===== config.mk =====
export PLATFORM = sky130hd
export DESIGN_NAME = pwm_bank
export DESIGN_NICKNAME = d
export VERILOG_FILES = /design/src/rtl/pwm_pkg.sv /design/src/rtl/pwm_regfile.sv /design/src/rtl/pwm_channel.sv /design/src/rtl/pwm_bank.sv
export SDC_FILE = /design/constraint.sdc
export NUM_CORES = 1
export LEC_CHECK = 0
export BUFFER_PORTS_ARGS = -buffer_cell sky130_fd_sc_hd__buf_2
export CAP_MARGIN = 25
export CORE_UTILIZATION = 47
export DETAILED_ROUTE_END_ITERATION = 12
export PLACE_DENSITY = 0.72
export SETUP_SLACK_MARGIN = 0.05
export SLEW_MARGIN = 30
export SYNTH_ARGS = -nofsm -noshare
export SYNTH_HDL_FRONTEND = slang
export SYNTH_SLANG_ARGS = --single-unit

===== constraint.sdc =====
create_clock -name clk -period 9.7 [get_ports clk]
set_input_delay 0.485 -clock clk [delete_from_list [all_inputs] [get_ports clk]]
set_output_delay 0.485 -clock clk [all_outputs]
set_load 0.005 [all_outputs]

===== src/rtl/pwm_pkg.sv =====
package pwm_pkg;
  // Register kind, decoded from address bits [7:5]
  typedef enum logic [2:0] {
    KIND_PERIOD = 3'd0,
    KIND_DUTY   = 3'd1,
    KIND_CTRL   = 3'd2
  } reg_kind_e;

  localparam int BANK_PAGE    = 4;  // address >> 8 of the register bank
  localparam int CTRL_POL_BIT = 5;  // polarity flag in the control word
  localparam int CH_SEL_W     = 3;  // channel field, address bits [4:2]
endpackage


===== src/rtl/pwm_regfile.sv =====
module pwm_regfile
  import pwm_pkg::*;
#(
  parameter int NCH    = 4,
  parameter int CNT_W  = 16,
  parameter int DIV_W  = 2,
  parameter int ADDR_W = 12,
  parameter int DATA_W = 32
) (
  input  logic                        clk,
  input  logic                        rst,
  input  logic                        we,
  input  logic [ADDR_W-1:0]           addr,
  input  logic [DATA_W-1:0]           wdata,
  output logic [DATA_W-1:0]           rdata,
  output logic [NCH-1:0][CNT_W-1:0]   sh_period,
  output logic [NCH-1:0][CNT_W-1:0]   sh_duty,
  output logic [NCH-1:0][DIV_W-1:0]   sh_div,
  output logic [NCH-1:0]              sh_pol,
  output logic [NCH-1:0]              per_wr
);
  logic                page_hit;
  logic                align_ok;
  logic                chan_ok;
  logic                hit;
  logic [CH_SEL_W-1:0] chan;
  reg_kind_e           kind;
  logic [DATA_W-1:0]   rd_mux;
  logic                unused_wbits;

  assign page_hit     = (addr >> 8) == ADDR_W'(BANK_PAGE);
  assign align_ok     = (addr[1:0] == 2'b00);
  assign chan         = addr[4:2];
  assign chan_ok      = int'(chan) < NCH;
  assign kind         = reg_kind_e'(addr[7:5]);
  assign hit          = page_hit && align_ok && chan_ok;
  assign unused_wbits = ^wdata;

  for (genvar ch = 0; ch < NCH; ch++) begin : g_shadow
    logic             sel;
    logic [CNT_W-1:0] per_q;
    logic [CNT_W-1:0] duty_q;
    logic [DIV_W-1:0] div_q;
    logic             pol_q;

    assign sel = hit && (int'(chan) == ch);

    always_ff @(posedge clk) begin
      if (rst) begin
        per_q  <= '0;
        duty_q <= '0;
        div_q  <= '0;
        pol_q  <= 1'b0;
      end else if (we && sel) begin
        case (kind)
          KIND_PERIOD: per_q  <= wdata[CNT_W-1:0];
          KIND_DUTY:   duty_q <= wdata[CNT_W-1:0];
          KIND_CTRL: begin
            div_q <= wdata[DIV_W-1:0];
            pol_q <= wdata[CTRL_POL_BIT];
          end
          default: ;
        endcase
      end
    end

    assign sh_period[ch] = per_q;
    assign sh_duty[ch]   = duty_q;
    assign sh_div[ch]    = div_q;
    assign sh_pol[ch]    = pol_q;
    assign per_wr[ch]    = we && sel && (kind == KIND_PERIOD);
  end

  always_comb begin
    rd_mux = '0;
    if (hit) begin
      for (int c = 0; c < NCH; c++) begin
        if (int'(chan) == c) begin
          case (kind)
            KIND_PERIOD: rd_mux[CNT_W-1:0] = sh_period[c];
            KIND_DUTY:   rd_mux[CNT_W-1:0] = sh_duty[c];
            KIND_CTRL: begin
              rd_mux[DIV_W-1:0]    = sh_div[c];
              rd_mux[CTRL_POL_BIT] = sh_pol[c];
            end
            default: ;
          endcase
        end
      end
    end
  end

  always_ff @(posedge clk) begin
    if (rst) rdata <= '0;
    else     rdata <= rd_mux;
  end
endmodule


===== src/rtl/pwm_channel.sv =====
module pwm_channel #(
  parameter int CNT_W = 16,
  parameter int DIV_W = 2
) (
  input  logic             clk,
  input  logic             rst,
  input  logic             tick,
  input  logic             arm_set,
  input  logic [CNT_W-1:0] sh_period,
  input  logic [CNT_W-1:0] sh_duty,
  input  logic [DIV_W-1:0] sh_div,
  input  logic             sh_pol,
  output logic             pwm_q
);
  localparam int PRE_W = (1 << DIV_W) - 1;

  logic             armed;
  logic             running;
  logic [CNT_W-1:0] act_period;
  logic [CNT_W-1:0] act_duty;
  logic [DIV_W-1:0] act_div;
  logic             act_pol;
  logic [CNT_W-1:0] cnt;
  logic [PRE_W-1:0] pre;
  logic [PRE_W:0]   pre_lim;
  logic             pre_last;
  logic             period_end;
  logic             load;

  assign pre_lim    = ((PRE_W+1)'(1) << act_div) - (PRE_W+1)'(1);
  assign pre_last   = ({1'b0, pre} == pre_lim);
  assign period_end = tick && running && pre_last && (cnt == act_period - CNT_W'(1));
  assign load       = tick && armed && (!running || period_end);

  always_ff @(posedge clk) begin
    if (rst) begin
      armed      <= 1'b0;
      running    <= 1'b0;
      act_period <= '0;
      act_duty   <= '0;
      act_div    <= '0;
      act_pol    <= 1'b0;
      cnt        <= '0;
      pre        <= '0;
    end else begin
      if (arm_set)   armed <= 1'b1;
      else if (load) armed <= 1'b0;

      if (load) begin
        act_period <= sh_period;
        act_duty   <= sh_duty;
        act_div    <= sh_div;
        act_pol    <= sh_pol;
        running    <= (sh_period != '0);
        cnt        <= '0;
        pre        <= '0;
      end else if (tick && running) begin
        if (pre_last) begin
          pre <= '0;
          cnt <= period_end ? '0 : cnt + CNT_W'(1);
        end else begin
          pre <= pre + PRE_W'(1);
        end
      end
    end
  end

  always_ff @(posedge clk) begin
    if (rst) pwm_q <= 1'b0;
    else     pwm_q <= running && ((cnt < act_duty) ^ act_pol);
  end
endmodule


===== src/rtl/pwm_bank.sv =====
module pwm_bank #(
  parameter int NCH    = 4,
  parameter int CNT_W  = 16,
  parameter int DIV_W  = 2,
  parameter int ADDR_W = 12,
  parameter int DATA_W = 32
) (
  input  logic              clk,
  input  logic              rst,
  input  logic              tick_1m,
  input  logic              reg_we,
  input  logic [ADDR_W-1:0] reg_addr,
  input  logic [DATA_W-1:0] reg_wdata,
  output logic [DATA_W-1:0] reg_rdata,
  output logic [NCH-1:0]    pwm_out
);
  logic [NCH-1:0][CNT_W-1:0] sh_period;
  logic [NCH-1:0][CNT_W-1:0] sh_duty;
  logic [NCH-1:0][DIV_W-1:0] sh_div;
  logic [NCH-1:0]            sh_pol;
  logic [NCH-1:0]            per_wr;

  pwm_regfile #(
    .NCH(NCH), .CNT_W(CNT_W), .DIV_W(DIV_W), .ADDR_W(ADDR_W), .DATA_W(DATA_W)
  ) u_regs (
    .clk(clk), .rst(rst), .we(reg_we), .addr(reg_addr), .wdata(reg_wdata),
    .rdata(reg_rdata), .sh_period(sh_period), .sh_duty(sh_duty),
    .sh_div(sh_div), .sh_pol(sh_pol), .per_wr(per_wr)
  );

  for (genvar ch = 0; ch < NCH; ch++) begin : g_chan
    pwm_channel #(.CNT_W(CNT_W), .DIV_W(DIV_W)) u_chan (
      .clk(clk), .rst(rst), .tick(tick_1m), .arm_set(per_wr[ch]),
      .sh_period(sh_period[ch]), .sh_duty(sh_duty[ch]),
      .sh_div(sh_div[ch]), .sh_pol(sh_pol[ch]), .pwm_q(pwm_out[ch])
    );
  end
endmodule


-- Word level (Yosys, flattened, before mapping)
Index checks and enable logic that the tools add are counted.
Widths: inputs -> output; s select.
- output and inout port bits: 36
- input port bits: 48
- word-level logic and storage cells: 212
- bits in registers: 400
- shifts and indexed selects: 4
- order comparisons: 5
- reductions and logical operators: 78
- add/subtract/negate cells: 16
- bitwise operators: 5
- muxes and demuxes: 36
- equal/unequal tests: 14
- operators by type and width (operator ; number):
    $mux 16 ; 8
    $pmux 10 s2 ; 4
    $add 16x1->16 const B ; 4
    $eq 16x16->1 ; 4
    $lt 16x16->1 ; 4
    $reduce_bool 16->1 ; 4
    $sub 16x1->16 const B ; 4
    $logic_and 1x1->1 ; 38
    $reduce_and 2->1 ; 16
    $pmux 2 s3 ; 4
    $pmux 3 s2 ; 4
    $eq 3x4->1 ; 4
    $shl 1x2->4 const A ; 4
    $sub 4x2->4 const B ; 4
    $add 3x1->3 const B ; 4
    $mux 3 ; 4
    $pmux 1 s3 ; 4
    $reduce_or 2->1 ; 5
    $mux 1 ; 8
    $reduce_bool 2->1 ; 4
    $eq 3x2->1 const B ; 2
    $eq 3x3->1 const B ; 2
    $logic_not 3->1 ; 2
    $eq 4x3->1 const B ; 1
    7 further kinds ; 16

-- Longest topological paths before layout
- word-level depth: 9
- mapped depth: 13
- gate-level depth less buffers: 10

-- Hierarchy
From an unflattened synthesis, not the netlist that was laid out.
- cells, all modules: 2436
- area, all modules: 20697.4 um2
- by module, submodules not included (module ; area an instance (um2) ; cells each ; instances ; sequential area each (um2)):
    pwm_channel ; 3344.5 ; 409 ; 4 ; 1141.1
    pwm_regfile ; 7319.5 ; 800 ; 1 ; 3123.0

-- Worst setup path after synthesis
Ideal clock, no wire load.
- path type: register -> register
- start: reg g_chan[2].u_chan.act_period[0]
- end: reg g_chan[2].u_chan.act_div[0]
- period minus slack after synthesis: 3189 ps
- setup time: 128 ps
- stages on the path, launching flop included: 14
- path buffers: 3
- data arrival time: 3062 ps
- required time: 9572 ps
- path slack: 6511 ps
- path through: dfxtp_1 inv_1 ha_1 or4b_1 clkbuf_1 nor3_1 o2111ai_1 a211o_1 or4_4 o31ai_2 buf_6 buf_12 mux2i_1 nor2_1
- longest elaborated chain between the ends: 5
- ends and longest elaborated chain (element ; RTL line ; RTL):
    start: declaration ; pwm_channel.sv:19 ; logic [CNT_W-1:0] act_period;
    start signal: assignment ; pwm_channel.sv:50 ; act_period <= sh_period;
    $sub 16x1->16 ; pwm_channel.sv:32 ; assign period_end = tick && running && pre_last && (cnt == act_period - CNT_W'(1));
    $eq 16x16->1 ; pwm_channel.sv:32 ;
    $logic_and 1x1->1 ; pwm_channel.sv:32 ;
    $logic_or 1x1->1 ; pwm_channel.sv:33 ; assign load = tick && armed && (!running || period_end);
    $logic_and 1x1->1 ; pwm_channel.sv:33 ;
    end signal: assignment ; pwm_channel.sv:52 ; act_div <= sh_div;
    end: declaration ; pwm_channel.sv:21 ; logic [DIV_W-1:0] act_div;
Every way passes these cells.
A chain may end at the register's enable or synchronous reset.

-- Worst setup path in the final report
- start: reg g_chan[3].u_chan.act_period[0]
- end: reg g_chan[3].u_chan.act_duty[10]
- longest elaborated chain between the ends: 5
- ends and longest elaborated chain (element ; RTL line ; RTL):
    start: declaration ; pwm_channel.sv:19 ;
    start signal: assignment ; pwm_channel.sv:50 ;
    $sub 16x1->16 ; pwm_channel.sv:32 ;
    $eq 16x16->1 ; pwm_channel.sv:32 ;
    $logic_and 1x1->1 ; pwm_channel.sv:32 ;
    $logic_or 1x1->1 ; pwm_channel.sv:33 ;
    $logic_and 1x1->1 ; pwm_channel.sv:33 ;
    end signal: assignment ; pwm_channel.sv:51 ; act_duty <= sh_duty;
    end: declaration ; pwm_channel.sv:20 ; logic [CNT_W-1:0] act_duty;
Every way passes these cells.

==> key figures <==
STA
  • Setup TNS: 0 ps
  • Clock Skew: 30.8 ps
  • Final Critical Period: approximately 3800 ps
  • Fmax: 261 MHz
  • Slew Viols, Final: 0
  • Hold slack: 290 ps
  • RSZ-0062 raised after global routing: no
  • Crit share post-route: 0.396
  • Rel. slew slack: 0.322
  • Final setup fails: 0
  • Fin. Hold Viols: 0
  • Worst Tran Pin Value: 1010 ps

Clock tree
  • Clock transition at path regs: 60 ps
  • CTS H-Tree Depth: 2
  • Hold buffers post-CTS: 0
  • TritonCTS Buffers: 41
  • Clock Latency Late Sink: ~570 ps
  • Post-CTS Setup Inserts: 0
  • Root buf cell: clkbuf_16
  • Post-CTS Resized: 0
  • Sink Count: 384
  • CTS tree: done
  • Max clock buf depth: 3

Critical path
  • RR Startpoint: g_chan[3].u_chan.act_period[0]
  • Critical Path AT: between 4000 and 5000 ps
  • Required time of the worst setup path: 10190 ps
  • Worst setup path class: reg -> reg
  • Nature of the critical path endpoint: flip-flop
  • CP Max Fanout: 30
  • Worst Setup SP: g_chan[3].u_chan.act_period[0]
  • Worst setup SP type: flip-flop
  • Capture point of the worst reg-to-reg path: g_chan[3].u_chan.act_duty[10]
  • Cells on worst reg2reg path: 10
  • Register-to-register setup slack: 5860 ps

Detailed routing
  • Final ANT Viol Nets: 0
  • Vias/cell: 5.87
  • DR iter-0 viols: 1714
  • Via count: 17400
  • # DRC: 0
  • DR pass1 iterations: 7
  • DRT Wirelength: around 54000 um
  • WL per Instance: 18.4 um

Hold path
  • Hold path startpoint: reg_wdata[3]
  • Hold depth: 3
  • WHS Endpoint: u_regs.g_shadow[3].duty_q[3]
  • Hold/Removal Path Class: in -> reg

Logic synthesis
  • Post-synth cell types: 76
  • Synth warn: 0
  • Syn Inst Count: 2451
  • Synthesized area per cell: 7.99 um^2
  • Sequential fraction of the synthesis area: 0.393
  • Synthesized cell area: 0.0196 mm^2
  • #FFs+latches synth: 384
  • Main synth FF type: dfxtp_1
  • Post-synth EDFFs: 0
  • Asr flop ratio synth: 0

Placed design
  • Post-DP Area: about 0.020 mm^2
  • Port Buffers: slightly above 50
  • DP HPWL: 38400 um
  • GPL Wtd Cong: 0.940

Flow run
  • Max Cap Viol: 0

Die
  • Die height: between 200 and 250 um
  • I/O pins: 84
  • Rows: 74
  • Chip width: roughly 210 um
  • Die Footprint: 0.0425 mm^2
  • CORE AREA: just over 0.04 mm^2
  • Starting Density: 0.479

Layout
  • Ratio of cells with drive above 1 in the final layout: 0.0716
  • Fin area: 0.0214 mm^2
  • NumNets Final: 2521
  • Area grow syn2layout: 9.16%

Pwr
  • Final Power: 3.34 mW
  • Pwr dens: 156 mW/mm^2
  • Max VDD drop: approximately 0.00019 V
  • Total leakage power: 7.70 nW

Run status
  • Status: completed

Global route
  • Initial antenna violation count: 4
  • Largest net degree at the start of global routing: 111
  • GRT Util Overall: 0.257
  • Vias in the first global route: roughly 17000
  • First-pass GRT wire length: about 87000 um
  • GRT Residual Overflow: 0
[through the flow]
stage	util	worst slack (ps)	std cells
floorplan	-	6510	2466
global placement	0.486	5930	2888
detailed placement	0.487	5850	2889
CTS	0.522	5880	2962
global route	0.522	5600	2966
finish	0.522	5860	2966
[sequential cells by signal (all words and copies together), names as in the netlist]
signal and flops:
g_chan.u_chan.act_duty 64, g_chan.u_chan.act_period 64, g_chan.u_chan.cnt 64, u_regs.g_shadow.duty_q 64
u_regs.g_shadow.per_q 64, u_regs.rdata 16, g_chan.u_chan.pre 12, g_chan.u_chan.act_div 8
u_regs.g_shadow.div_q 8, g_chan.u_chan.act_pol 4, g_chan.u_chan.armed 4, g_chan.u_chan.pwm_q 4
g_chan.u_chan.running 4, u_regs.g_shadow.pol_q 4
[power by group]
part | switching (mW) | total [mW] | internal [mW] | leakage, nW
Combinational | 0.0669 | 0.0789 | 0.0120 | 3.91
Sequential | 0.0000368 | 1.58 | 1.58 | 3.09
Clock | 0.667 | 1.68 | 1.01 | 0.705
[synthesized netlist by cell type, types with 4 or more instances]
library cell	n	share of area
nor4_1	36	0.012
nand2_1	422	0.081
o31ai_1	7	0.0027
ha_1	72	0.046
nand2b_1	17	0.0054
a31o_2	5	0.0022
a22oi_1	58	0.022
a21oi_1	222	0.057
buf_2	9	0.0023
xor2_1	76	0.034
inv_1	84	0.016
a31oi_1	9	0.0029
xnor2_1	60	0.027
nor2_1	231	0.044
o311ai_0	4	0.0018
clkbuf_1	125	0.024
nand4_1	31	0.0099
nand4b_1	5	0.0022
dfxtp_1	384	0.39
nand3_1	76	0.019
mux2i_1	118	0.060
a21o_1	22	0.0084
nor3_1	50	0.013
a211o_1	4	0.0018
nor4b_1	4	0.0018
nor2b_1	8	0.0026
nand3b_1	9	0.0034
and3_1	19	0.0061
o22ai_1	27	0.0086
and2_1	6	0.0019
or2_2	9	0.0029
buf_4	24	0.0092
or3_1	8	0.0026
clkbuf_2	10	0.0026
nor3b_1	5	0.0019
or4_1	10	0.0038
a311oi_1	5	0.0022
o211ai_1	7	0.0027
a211oi_1	8	0.0031
o21ai_0	99	0.025
a32oi_1	4	0.0018
and4_1	6	0.0027
[how the worst max path moves through the flow]
| stage | endpoint | slack [ps] | cells after the start |
|---|---|---|---|
| 6_report | g_chan[3].u_chan.act_duty[10] | 5860 | 10 |
| 5_1_grt | g_chan[2].u_chan.act_duty[14] | 5600 | 11 |
| 4_1_cts | g_chan[3].u_chan.act_duty[11] | 5880 | 10 |
| 3_5_place_dp | g_chan[3].u_chan.act_duty[14] | 5850 | 10 |
| 3_3_place_gp | g_chan[3].u_chan.act_div[0] | 5930 | 10 |
| 2_1_floorplan | g_chan[2].u_chan.act_div[0] | 6510 | 13 |
[layout make-up]
| type | count | area, um^2 |
|---|---|---|
| Fill cell | 3846 | 19500 |
| Multi-Input combinational cell | 1825 | 10900 |
| Sequential cell | 384 | 7690 |
| Clock buffer | 55 | 1180 |
| Tap cell | 532 | 666 |
| Timing Repair Buffer | 65 | 368 |
| Inverter | 84 | 315 |
| Clock inverter | 18 | 263 |
| Antenna cell | 3 | 7.51 |
[worst max-delay path: stages, from the launching register on]
cell and delay [ps]:
dfxtp_1 360, inv_1 70, ha_1 240, or4b_2 680, nor3b_1 380, a21boi_0 230
o31ai_1 130, or3_1 460, a21oi_4 450, buf_4 510, mux2i_1 240
[metal layers]
metal  share of wire  vias to the layer above  GRT usage
met5         0.00026                        -          0
met4           0.031                        2     0.0911
met3           0.076                      122     0.0467
met2            0.46                      647      0.418
met1            0.43                     8274      0.340
li1                -                     8370          -
[layout by cell type, fill, tap and decap left out, types with 10 or more instances in the layout]
| master | instances |
|---|---|
| a21o_1 | 21 |
| a21oi_1 | 221 |
| a22oi_1 | 58 |
| and3_1 | 19 |
| buf_2 | 51 |
| buf_4 | 11 |
| clkbuf_16 | 42 |
| conb_1 | 16 |
| dfxtp_1 | 384 |
| ha_1 | 72 |
| inv_1 | 83 |
| mux2i_1 | 118 |
| nand2_1 | 422 |
| nand2b_1 | 17 |
| nand3_1 | 76 |
| nand4_1 | 31 |
| nor2_1 | 224 |
| nor3_1 | 49 |
| nor4_1 | 35 |
| o21ai_0 | 99 |
| o22ai_1 | 27 |
| or4_1 | 10 |
| xnor2_1 | 60 |
| xor2_1 | 76 |
[cell families (layout without fill, tap and decap cells)]
kind of cell    count (synthesis)  after routing  synth area share
mux                           119            119            0.0609
buf+inv                       257            222            0.0579
xor+xnor                      136            136            0.0608
flops                         384            384             0.393
simple gates                  963            963             0.222
compound gates                519            519             0.160
fa+ha+maj                      72             72            0.0460
other cells                     1             19          0.000191
Power figures use the tool's default switching activity.
